`src/rtl/isc_pkg.sv`:
```
package isc_pkg;
  localparam int unsigned RW = 8;

  localparam logic [7:0] OFS_TOP       = 8'h14;
  localparam logic [7:0] OFS_PROTO0    = 8'h42;
  localparam logic [7:0] OFS_PROTO1    = 8'h43;
  localparam logic [7:0] OFS_DMA       = 8'h0C;
  localparam logic [7:0] OFS_DMA_CTL   = 8'h1B;
  localparam logic [7:0] OFS_PROTO_CTL = 8'h4F;

  localparam int unsigned TOP_DMA_BIT     = 0;
  localparam int unsigned TOP_PROTO_BIT   = 1;
  localparam int unsigned TOP_OTF_BIT     = 2;
  localparam int unsigned DMA_FLUSH_BIT   = 2;
  localparam int unsigned PROTO_FLUSH_BIT = 1;
  localparam int unsigned DMA_EMPTY_BIT   = 7;

  typedef struct packed {
    logic otf;
    logic proto;
    logic dma;
  } summary_t;
endpackage

```
`src/rtl/isc_src_reg.sv`:
```
module isc_src_reg #(
  parameter int unsigned W = 8,
  parameter logic [W-1:0] DEFER_MASK = '0
) (
  input  logic         clk_i,
  input  logic         rst_ni,
  input  logic [W-1:0] evt_i,
  input  logic         rx_active_i,
  input  logic         fifo_empty_i,
  input  logic         rd_clr_i,
  output logic [W-1:0] stat_o
);
  logic [W-1:0] stat_q, hold_q, defer_now, direct_set, release_set;

  // fatal events wait while receive data still sits in the FIFO
  assign defer_now   = (rx_active_i && !fifo_empty_i) ? (evt_i & DEFER_MASK) : '0;
  assign direct_set  = evt_i & ~defer_now;
  assign release_set = fifo_empty_i ? hold_q : '0;

  generate
    if (DEFER_MASK != '0) begin : g_defer
      always_ff @(posedge clk_i or negedge rst_ni) begin
        if (!rst_ni)           hold_q <= '0;
        else if (fifo_empty_i) hold_q <= '0;
        else                   hold_q <= hold_q | defer_now;
      end

      p_hold_waits_r8: assert property (@(posedge clk_i) disable iff (!rst_ni)
        (|hold_q && !fifo_empty_i) |=> ((hold_q & $past(hold_q)) == $past(hold_q)));
      p_release_lands_r8: assert property (@(posedge clk_i) disable iff (!rst_ni)
        (|hold_q && fifo_empty_i) |=> ((stat_q & $past(hold_q)) == $past(hold_q)));
    end else begin : g_direct
      assign hold_q = '0;
    end
  endgenerate

  always_ff @(posedge clk_i or negedge rst_ni) begin
    if (!rst_ni) stat_q <= '0;
    else         stat_q <= (rd_clr_i ? '0 : stat_q) | direct_set | release_set;
  end

  assign stat_o = stat_q;

  p_clear_on_read_r5: assert property (@(posedge clk_i) disable iff (!rst_ni)
    (rd_clr_i && evt_i == '0 && !(|hold_q && fifo_empty_i)) |=> stat_q == '0);
  p_evt_kept_r7: assert property (@(posedge clk_i) disable iff (!rst_ni)
    (|direct_set) |=> ((stat_q & $past(direct_set)) == $past(direct_set)));
endmodule

```
`src/rtl/isc_host_port.sv`:
```
module isc_host_port
  import isc_pkg::*;
#(
  parameter int unsigned AW = 8
) (
  input  logic          clk_i,
  input  logic          rst_ni,
  input  logic [AW-1:0] addr_i,
  input  logic          rd_i,
  input  logic          wr_i,
  input  logic [RW-1:0] wdata_i,
  input  logic [RW-1:0] top_val_i,
  input  logic [RW-1:0] p0_val_i,
  input  logic [RW-1:0] p1_val_i,
  input  logic [RW-1:0] dma_val_i,
  output logic [RW-1:0] rdata_o,
  output logic          rd_p0_o,
  output logic          rd_p1_o,
  output logic          rd_dma_o,
  output logic          otf_w1c_o,
  output logic          dma_flush_o,
  output logic          proto_flush_o
);
  logic hit_top, hit_p0, hit_p1, hit_dma, hit_dctl, hit_pctl;
  logic [RW-1:0] rd_mux, rdata_q;
  logic dma_flush_q, proto_flush_q;
  logic unused_wdata;

  assign hit_top  = addr_i == AW'(OFS_TOP);
  assign hit_p0   = addr_i == AW'(OFS_PROTO0);
  assign hit_p1   = addr_i == AW'(OFS_PROTO1);
  assign hit_dma  = addr_i == AW'(OFS_DMA);
  assign hit_dctl = addr_i == AW'(OFS_DMA_CTL);
  assign hit_pctl = addr_i == AW'(OFS_PROTO_CTL);

  assign rd_p0_o   = rd_i && hit_p0;
  assign rd_p1_o   = rd_i && hit_p1;
  assign rd_dma_o  = rd_i && hit_dma;
  assign otf_w1c_o = wr_i && hit_top && wdata_i[TOP_OTF_BIT];
  assign unused_wdata = ^wdata_i;

  always_comb begin
    rd_mux = '0;
    if (hit_top)      rd_mux = top_val_i;
    else if (hit_p0)  rd_mux = p0_val_i;
    else if (hit_p1)  rd_mux = p1_val_i;
    else if (hit_dma) rd_mux = dma_val_i;
  end

  always_ff @(posedge clk_i or negedge rst_ni) begin
    if (!rst_ni)   rdata_q <= '0;
    else if (rd_i) rdata_q <= rd_mux;
  end

  always_ff @(posedge clk_i or negedge rst_ni) begin
    if (!rst_ni) begin
      dma_flush_q   <= 1'b0;
      proto_flush_q <= 1'b0;
    end else begin
      dma_flush_q   <= wr_i && hit_dctl && wdata_i[DMA_FLUSH_BIT];
      proto_flush_q <= wr_i && hit_pctl && wdata_i[PROTO_FLUSH_BIT];
    end
  end

  assign rdata_o       = rdata_q;
  assign dma_flush_o   = dma_flush_q;
  assign proto_flush_o = proto_flush_q;

  p_dma_flush_src_r10: assert property (@(posedge clk_i) disable iff (!rst_ni)
    dma_flush_q |-> $past(wr_i && addr_i == AW'(OFS_DMA_CTL) && wdata_i[DMA_FLUSH_BIT]));
  p_proto_flush_src_r10: assert property (@(posedge clk_i) disable iff (!rst_ni)
    proto_flush_q |-> $past(wr_i && addr_i == AW'(OFS_PROTO_CTL) && wdata_i[PROTO_FLUSH_BIT]));
  p_rdata_hold_r2: assert property (@(posedge clk_i) disable iff (!rst_ni)
    !rd_i |=> $stable(rdata_q));
endmodule

```
`src/rtl/irq_status_ctrl.sv`:
```
module irq_status_ctrl
  import isc_pkg::*;
#(
  parameter int unsigned AW = 8,
  parameter int unsigned PW = 8,
  parameter int unsigned DW = 7,
  parameter logic [PW-1:0] FATAL0_MASK = 8'hC0,
  parameter logic [PW-1:0] FATAL1_MASK = 8'h00
) (
  input  logic          clk_i,
  input  logic          rst_ni,
  input  logic [AW-1:0] addr_i,
  input  logic          rd_i,
  input  logic          wr_i,
  input  logic [7:0]    wdata_i,
  output logic [7:0]    rdata_o,
  input  logic [PW-1:0] proto0_evt_i,
  input  logic [PW-1:0] proto1_evt_i,
  input  logic [DW-1:0] dma_evt_i,
  input  logic          otf_evt_i,
  input  logic          rx_active_i,
  input  logic          dma_fifo_empty_i,
  output logic          dma_fifo_clr_o,
  output logic          proto_fifo_clr_o,
  output logic          irq_no
);
  logic [PW-1:0] stat0, stat1;
  logic [DW-1:0] stat_dma;
  logic rd_p0, rd_p1, rd_dma, otf_w1c, otf_q;
  logic [RW-1:0] top_val, p0_val, p1_val, dma_val;
  summary_t sum;

  isc_src_reg #(.W(PW), .DEFER_MASK(FATAL0_MASK)) u_proto0 (
    .clk_i, .rst_ni, .evt_i(proto0_evt_i), .rx_active_i,
    .fifo_empty_i(dma_fifo_empty_i), .rd_clr_i(rd_p0), .stat_o(stat0));

  isc_src_reg #(.W(PW), .DEFER_MASK(FATAL1_MASK)) u_proto1 (
    .clk_i, .rst_ni, .evt_i(proto1_evt_i), .rx_active_i,
    .fifo_empty_i(dma_fifo_empty_i), .rd_clr_i(rd_p1), .stat_o(stat1));

  isc_src_reg #(.W(DW), .DEFER_MASK('0)) u_dma (
    .clk_i, .rst_ni, .evt_i(dma_evt_i), .rx_active_i,
    .fifo_empty_i(dma_fifo_empty_i), .rd_clr_i(rd_dma), .stat_o(stat_dma));

  // set wins over a same-cycle write-one-to-clear
  always_ff @(posedge clk_i or negedge rst_ni) begin
    if (!rst_ni)        otf_q <= 1'b0;
    else if (otf_evt_i) otf_q <= 1'b1;
    else if (otf_w1c)   otf_q <= 1'b0;
  end

  assign sum.otf   = otf_q;
  assign sum.proto = |stat0 || |stat1;
  assign sum.dma   = |stat_dma;

  always_comb begin
    top_val = '0;
    top_val[TOP_OTF_BIT]   = sum.otf;
    top_val[TOP_PROTO_BIT] = sum.proto;
    top_val[TOP_DMA_BIT]   = sum.dma;
    p0_val  = RW'(stat0);
    p1_val  = RW'(stat1);
    dma_val = RW'(stat_dma);
    dma_val[DMA_EMPTY_BIT] = dma_fifo_empty_i;
  end

  assign irq_no = !(|sum);

  isc_host_port #(.AW(AW)) u_port (
    .clk_i, .rst_ni, .addr_i, .rd_i, .wr_i, .wdata_i,
    .top_val_i(top_val), .p0_val_i(p0_val), .p1_val_i(p1_val), .dma_val_i(dma_val),
    .rdata_o, .rd_p0_o(rd_p0), .rd_p1_o(rd_p1), .rd_dma_o(rd_dma),
    .otf_w1c_o(otf_w1c), .dma_flush_o(dma_fifo_clr_o), .proto_flush_o(proto_fifo_clr_o));

  p_otf_set_r3: assert property (@(posedge clk_i) disable iff (!rst_ni)
    otf_evt_i |=> otf_q);
  p_otf_sticky_r3: assert property (@(posedge clk_i) disable iff (!rst_ni)
    (otf_q && !(wr_i && addr_i == AW'(OFS_TOP) && wdata_i[TOP_OTF_BIT])) |=> otf_q);
  p_empty_live_r6: assert property (@(posedge clk_i) disable iff (!rst_ni)
    (rd_i && addr_i == AW'(OFS_DMA)) |=> rdata_o[DMA_EMPTY_BIT] == $past(dma_fifo_empty_i));
  p_pin_follows_otf_r11: assert property (@(posedge clk_i) disable iff (!rst_ni)
    otf_q |-> !irq_no);
endmodule

```
`config.mk`:
```
export PLATFORM = sky130hd
export DESIGN_NAME = irq_status_ctrl
export DESIGN_NICKNAME = d
export VERILOG_FILES = /design/src/rtl/isc_pkg.sv /design/src/rtl/isc_src_reg.sv /design/src/rtl/isc_host_port.sv /design/src/rtl/irq_status_ctrl.sv
export SDC_FILE = /design/constraint.sdc
export NUM_CORES = 1
export LEC_CHECK = 0
export ABC_AREA = 0
export CAP_MARGIN = 10
export CORE_MARGIN = 1
export CORE_UTILIZATION = 46
export CTS_BUF_LIST = sky130_fd_sc_hd__clkbuf_2
export CTS_CLUSTER_SIZE = 40
export DETAILED_ROUTE_END_ITERATION = 8
export PLACE_DENSITY_LB_ADDON = 0.05
export SYNTH_ARGS = -nofsm -noshare
export SYNTH_HDL_FRONTEND = slang
export SYNTH_SLANG_ARGS = --single-unit
```
`constraint.sdc`:
```
create_clock -name clk_i -period 1.3 [get_ports clk_i]
set_input_delay 0.195 -clock clk_i [delete_from_list [all_inputs] [get_ports clk_i]]
set_output_delay 0.195 -clock clk_i [all_outputs]
set_load 0.005 [all_outputs]
```
Yosys cells after proc, flatten, opt, wreduce, memory -nomap -nowiden:

Cells that the tools add are included.

* equality and inequality tests: 6
* multiplexer cells: 12
* bitwise operators: 7
* reductions and logical operators: 18

Operator list (count)
* $mux 8: 9
* $or 8x8->8: 4
* $eq 8x7->1 const B: 3
* $eq 8x5->1 const B: 2
* $reduce_or 8->1: 2
* $logic_and 1x1->1: 10
* $reduce_or 9->1: 1
* $and 8x8->8: 1
* $eq 8x4->1 const B: 1
* $not 8->8: 1
* $mux 7: 1
* $or 7x7->7: 1
* $reduce_or 7->1: 1
* $logic_not 1->1: 2
* $mux 1: 2
* $reduce_bool 2->1: 1
* $logic_or 1x1->1: 1

* word-level logic and storage cells: 51
* input port bits: 46
* register bits: 42
* output and inout bits: 11

Longest topological paths before layout:

Gate-level depths: netlist of run 1.

* depth in word-level cells: 7
* mapped depth: 5
* gate-level depth less buffers: 4

Hierarchy:

Synthesis of run 1 repeated with hierarchy kept, for this count alone.

* cells, all modules: 161
* area total of the unflattened synthesis: 1746.7 µm²

By module, submodules not included
* isc_host_port: instances 1, sequential area each 250.2 µm², area each 779.5 µm², cells each 85
* isc_src_reg at u_proto0: instances 1, sequential area each 250.2 µm², area each 369.1 µm², cells each 31
* isc_src_reg at u_proto1: instances 1, sequential area each 200.2 µm², area each 264.0 µm², cells each 17
* isc_src_reg at u_dma: instances 1, sequential area each 175.2 µm², area each 231.5 µm², cells each 15
* irq_status_ctrl: instances 1, sequential area each 25.0 µm², area each 102.6 µm², cells each 13

Worst setup path after synthesis of run 1:

Ideal clock, no wire load.

* path type: input-to-reg
* start point: input addr_i[5]
* end point: register otf_q
* buffers on the path: 0
* setup time: 0.118 ns
* required time: 1.182 ns
* stages: 4
* slack: -0.108 ns
* arrival time: 1.290 ns
* cell sequence: or4b_1 > nor3_1 > nand3_1 > a21o_1

* cells in the longest elaborated chain, start to end: 4

Ends and longest elaborated chain
* start: declaration: RTL line irq_status_ctrl.sv:12 `input logic [AW-1:0] addr_i,`
* $eq 8x5->1: RTL line isc_host_port.sv:29 `assign hit_top = addr_i == AW'(OFS_TOP);`
* $logic_and 1x1->1 (2 in series): RTL line isc_host_port.sv:39 `assign otf_w1c_o = wr_i && hit_top && wdata_i[TOP_OTF_BIT];`
* $reduce_bool 2->1 (no line)
* end signal: assignment: RTL line irq_status_ctrl.sv:47 `if (!rst_ni) otf_q <= 1'b0;`
* end signal: assignment: RTL line irq_status_ctrl.sv:48 `else if (otf_evt_i) otf_q <= 1'b1;`
* end signal: assignment: RTL line irq_status_ctrl.sv:49 `else if (otf_w1c) otf_q <= 1'b0;`
* end: declaration: RTL line irq_status_ctrl.sv:29 `logic rd_p0, rd_p1, rd_dma, otf_w1c, otf_q;`

Every way passes these cells.
A chain may end at the register's enable or synchronous reset.

Worst setup path after layout of run 1:

* start point: register u_proto1.stat_q[2] (netlist: u_proto1.stat_o[2])
* end point: output irq_no

* cells in the longest elaborated chain, start to end: 4

Ends and longest elaborated chain
* start: declaration: RTL line isc_src_reg.sv:13 `logic [W-1:0] stat_q, hold_q, defer_now, direct_set, release_set;`
* start signal: assignment: RTL line isc_src_reg.sv:39 `else stat_q <= (rd_clr_i ? '0 : stat_q) | direct_set | release_set;`
* $reduce_or 8->1: RTL line irq_status_ctrl.sv:53 `assign sum.proto = |stat0 || |stat1;`
* $logic_or 1x1->1: RTL line irq_status_ctrl.sv:53
* $reduce_or 9->1: RTL line irq_status_ctrl.sv:67 `assign irq_no = !(|sum);`
* $logic_not 1->1: RTL line irq_status_ctrl.sv:67
* end: declaration: RTL line irq_status_ctrl.sv:25 `output logic irq_no`

Every way passes these cells.

==> results of run 1 <==
==> registers in the layout, summed over array words and instances (netlist names) <==
signal                cells
u_port.dma_flush_o        1
u_port.proto_flush_o      1
otf_q                     1
u_dma.stat_o              7
u_proto1.stat_o           8
u_proto0.stat_o           8
u_port.rdata_o            8
u_proto0.hold_q           2
==> critical path, stage by stage, from the launching register on <==
cell     delay (ns)
dfrtp_1        0.43
nor4_2         0.30
nand4_1        0.18
nor3_1         0.17
buf_2          0.14
==> power breakdown <==
| group | internal, mW | total, mW | switching, mW |
|---|---|---|---|
| combinational | 0.164 | 0.272 | 0.108 |
| clock | 0.128 | 0.495 | 0.367 |
| sequential | 1.13 | 1.14 | 0.00634 |
| total | 1.42 | 1.90 | 0.481 |
==> synth_stat cells <==
cell type and number:
nor3b_1 1, nand3_1 4, nand4_1 2, and4bb_2 1, nor3b_4 1, nand3b_1 1, inv_1 7, o311ai_1 1
nor2_1 8, a21oi_1 2, nor4_1 7, mux2_2 1, or3b_4 1, nor4b_1 1, nand2b_1 8, and4_1 1
nor3_1 5, nor2b_1 3, a22oi_1 7, mux2i_1 1, o32ai_1 5, o21ai_0 1, or4b_1 1, a31oi_1 1
clkbuf_1 2, a21o_1 22, o221ai_1 1, buf_2 1, dfrtp_1 36, nand2_1 9, o22ai_1 2
==> metal layers <==
metal  global-route usage  wire length, um
met1                0.311             1900
met2                0.452             2430
met3               0.0704              211
met4                0.110              116
met5                    0                0
==> worst max path at each step <==
stage,startpoint,endpoint,slack (ns),depth (start not counted)
after floorplan,addr_i[0],u_port.rdata_o[1]$_DFFE_PN0P_,-0.07,4
after global placement,u_proto0.stat_o[5]$_DFF_PN0_,irq_no,-0.57,4
after detailed placement,addr_i[2],u_port.rdata_o[5]$_DFFE_PN0P_,-0.62,6
after CTS,u_proto1.stat_o[7]$_DFF_PN0_,irq_no,-0.51,4
after global routing,u_proto1.stat_o[2]$_DFF_PN0_,irq_no,-0.58,4
final,u_proto1.stat_o[2]$_DFF_PN0_,irq_no,-0.50,4
==> final cells by class <==
cell class                      instances  area [um^2]
Clock inverter                          1         5.00
Fill cell                             247          722
Tap cell                               46         57.6
Sequential cell                        36          901
Inverter                                7         26.3
Clock buffer                            6         30.0
Multi-Input combinational cell         98          743
Timing Repair Buffer                   96          852
==> logic make-up after synthesis <==
family / Yosys count / synth area share
AOI/OAI and AO/OA: 42 / 0.196
muxes: 2 / 0.0134
and+or+nand+nor: 54 / 0.200
DFF: 36 / 0.566
buffers and inverters: 10 / 0.0244
==> through the flow <==
stage / util / setup TNS [ns] / area, um^2
finish: 0.784 / -0.526 / 2620
global route: 0.784 / -0.670 / 2620
CTS: 0.767 / -0.551 / 2560
global placement: 0.746 / -17.91 / 2490
floorplan: - / -0.906 / 1600
detailed placement: 0.746 / -18.40 / 2490
==> placed cells by master, fill, tap and decap left out, types with 4 or more instances in the layout <==
cell             count
clkdlybuf4s50_1     32
a21o_1              22
nand2_1              8
inv_1                7
dfrtp_1             36
dlygate4sd2_1       10
a22oi_1              4
nor2_1               7
nand2b_1             8
clkbuf_2             6
clkdlybuf4s15_1      7
buf_4               42
nor4_2               4
nor3_1               4
==> timing repair <==
action                     in CTS  in global routing
setup buffers                   1                  1
resized for setup              32                 15
setup endpoints to repair      43                 13
pin swaps                      12                  6
==> impl_metrics.ini, run 1 <==
[floorplan]
start_util = 0.477
num_rows = 21
die_y_um = 60.8
core-area_mm2 = 0.00334
die_w_um = 60.8
die_area_mm2 = 0.00370
pin_count = 57

[clock_tree]
clk_latency_ns = 0.39
cts.sinks = 36
cts_hold_buffers = 0
cts_buffer_depth = 2
path_clk_slew_ns = 0.18
cts_buffers = 5
h-tree-depth = 2
cts-root-buf = clkbuf_2
cts_tree = yes

[hold_path]
worst_hold_path_type = input port to async pin

[layout]
area_growth_pct = 64.2
n_antenna_cell = 0
layout.nets = 290
fin_cells = 290
layout-drive-gt1-share = 0.299

[timing]
period_share = 1.38
max_freq_mhz = 555
whs_ns = 0.153
rsz0062_at_grt = true
setup_viol = 2
slew_headroom = 0.797
slew_viol_final = 0
hold_viol = 0
min_period_ns = 1.80
skew_ns = 0.0127
fin_ws_ns = -0.500
tightestPinTransition_ns = 0.304

[worst_setup_path]
path_class = flop to primary output
end_kind = primary output
timing.rr.start = u_proto1.stat_o[2]$_DFF_PN0_
cp.required_ns = 1.11
start_kind = flop
r2r_end = u_port.rdata_o[1]$_DFFE_PN0P_
regToRegSetupSlack_ns = -0.03
ff2ff_path_depth = 5
worstPathMaxFanout = 2
cp.arrival_ns = 1.61

[drt]
drt_first_pass_iters = 4
wl_mm = 4.65
post_drt_wl_per_cell_um = 16.0
ant_nets = 0
vias = 1546
drc = 0
via_per_inst = 5.33
detail_route.iter0.violations = 68

[place]
dp_hpwl_mm = 3.30
place.gp.congestion = 0.839
dp.cells = 281
place_ws_ns = -0.616
numPortBuffers = 50

[yosys]
syn_area_mm2 = 0.00159
syn_nets = 190
synth_area_leaders = dfrtp_1 (57%), a21o_1 (10%), a22oi_1 (3.3%), nand2b_1 (3.1%), nor4_1 (2.7%)
ys_seq_area_frac = 0.566
synthCells = 144
yosysTopAreaCell = dfrtp_1
synthDistinctLibCells = 31
syn_avg_cell_area_um2 = 11.1
synth_top_area_frac = 0.566
synth_warnings = 0
ys_seq_elements = 36

[global_routing]
grtUsageTotal = 0.263
grt_pass1_vias = 1576
overflow = 0
grt_pass1_wl_mm = 6.87
antenna_found_initial = 0
grt_max_degree = 37

[flow_run]
max_cap_violations = 0

[pwr]
powerDensity_mw_per_mm2 = 728
leakage_nw = 1.01
peakVddDrop_uv = 645
finalPower_mw = 1.90

[outcome]
status = finished, violations left
violations = negative setup slack
Note: power is estimated with default switching activity, not from simulation.
==> run 2, diff against run 1 <==
Settings changed: SKIP_LAST_GASP from default to 1.
==> run 2 against run 1 <==
  * The run still ends with negative setup slack left
  * Worst setup slack lost 0.0079 ns
  * Global-route usage unchanged
  * Hold slack got worse by 0.0029 ns
  * Largest power group unchanged
  * Core utilization decreased by 0.075 points
  * Highest routed layer unchanged
  * Via count up 0.97%
  * Final cell count did not move
  * Clock skew down 0.0029 ns
==> impl_metrics.ini, run 2 (synthesis results as in run 1) <==
[layout]
layout.nets = 290
final_common_cell = buf_4
area_growth_pct = 64.0
layout-drive-gt1-share = 0.295
n_antenna_cell = 0
post-route-util = 0.783
layout_common_cells = buf_4 (42), dfrtp_1 (36), clkdlybuf4s50_1 (32), a21o_1 (22), dlygate4sd2_1 (10)

[timing]
rsz0062_at_grt = true
skew_ns = 0.00979
min_period_ns = 1.81
max_freq_mhz = 553
hold_viol = 0
period_share = 1.39
tightestPinTransition_ns = 0.312
slew_viol_final = 0
tns_ns = -0.540
setup_viol = 2
fin_ws_ns = -0.508
slew_headroom = 0.792

[drt]
top_layer = met4
post_drt_wl_per_cell_um = 16.1
wl_met3_um = 196
wl_met1_mm = 1.89
ant_nets = 0
drt_first_pass_iters = 4
via_per_inst = 5.38
drc = 0
vias = 1561
detail_route.iter0.violations = 73
wl_met2_mm = 2.46
wl_mm = 4.67

[clock_tree]
clk_latency_ns = 0.39
h-tree-depth = 2
cts-root-buf = clkbuf_2
path_clk_slew_ns = 0.18
cts_buffers = 5
cts_hold_buffers = 0
cts.sinks = 36
cts_buffer_depth = 2
cts_tree = yes

[global_routing]
grt_max_degree = 37
grt_pass1_vias = 1576
antenna_found_initial = 0
grtUsageTotal = 0.263
overflow = 0
grt_pass1_wl_mm = 6.87

[pwr]
peakVddDrop_uv = 653
powerDensity_mw_per_mm2 = 730
leakage_nw = 1.01

[place]
place.gp.congestion = 0.839
numPortBuffers = 50
dp_hpwl_mm = 3.30

[worst_setup_path]
cp.arrival_ns = 1.61
crit_start = u_proto1.stat_o[2]$_DFF_PN0_
end_kind = primary output
timing.rr.start = u_proto1.stat_o[2]$_DFF_PN0_
worstPathMaxFanout = 2
path_class = flop to primary output
cp.required_ns = 1.11
start_kind = flop

[floorplan]
start_util = 0.477
die_w_um = 60.8
pin_count = 57
core-area_mm2 = 0.00334
die_y_um = 60.8
num_rows = 21
die_area_mm2 = 0.00370

[flow_run]
max_cap_violations = 0

[hold_path]
worst_hold_path_type = input port to async pin

[outcome]
status = finished, violations left
violations = negative setup slack
==> run 2: cell count changes in the layout (fill, tap and decap cells not counted) <==
| cell | before | now |
|---|---|---|
| nor2_2 | 1 | 0 |
| nor2_1 | 7 | 8 |
==> run 2: layout make-up <==
type                    count  area [um^2]
clock buffers               6         30.0
clock inverters             1         5.00
fillers                   251          724
inverters                   7         26.3
multi-input cells          98          741
flip-flops and latches     36          901
well taps                  46         57.6
repair buffers             96          852
==> run 2: power by group <==
group | leakage, nW | internal [mW] | switching, mW
logic | 0.610 | 0.164 | 0.108
registers | 0.374 | 1.13 | 0.00636
clock network | 0.0288 | 0.128 | 0.371
total | 1.01 | 1.42 | 0.485
==> run 2: worst max-delay path, stage by stage (launching register included) <==
cell and delay [ns]:
dfrtp_1 0.43, nor4_2 0.30, nand4_1 0.18, nor3_1 0.17
buf_2 0.14
==> run 2: metrics by stage <==
stage               hold WS [ns]  worst slack [ns]  std cells  power (mW)  cell area [um^2]
CTS                        0.165            -0.513        289        1.91              2560
global route               0.164            -0.579        290        1.97              2610
detailed placement         0.502            -0.616        281        1.43              2490
finish                     0.150            -0.508        290        1.91              2610
floorplan                 -0.101           -0.0697        144        1.21              1600
global placement           0.479            -0.572        281        1.42              2490
==> run 2: path summary, 6_finish.rpt <==
| check | endpoint | slack, ns | cells after the start |
|---|---|---|---|
| max | irq_no | -0.51 | 4 |
| min | u_port.proto_flush_o$_DFF_PN0_ | 0.15 | 2 |
| max reg2reg | u_port.rdata_o[1]$_DFFE_PN0P_ | -0.03 | 5 |
| min reg2reg | u_proto0.hold_q[6]$_DFF_PN0_ | 0.54 | 2 |
| max in group asynchronous | u_proto0.stat_o[2]$_DFF_PN0_ | 0.96 | 2 |
| min in group clk_i | u_port.dma_flush_o$_DFF_PN0_ | 0.22 | 3 |
==> run 2: timing repair <==
action	in CTS	in global routing
endpoints found under the setup margin	43	13
resized for setup	32	14
buffers inserted	1	1
pin swaps	12	5
==> run 2: layer usage <==
metal  global-route usage  vias up
met5                    0        -
met4                0.110        0
met3               0.0704       12
met2                0.452       45
met1                0.311      768
li1                     -      736
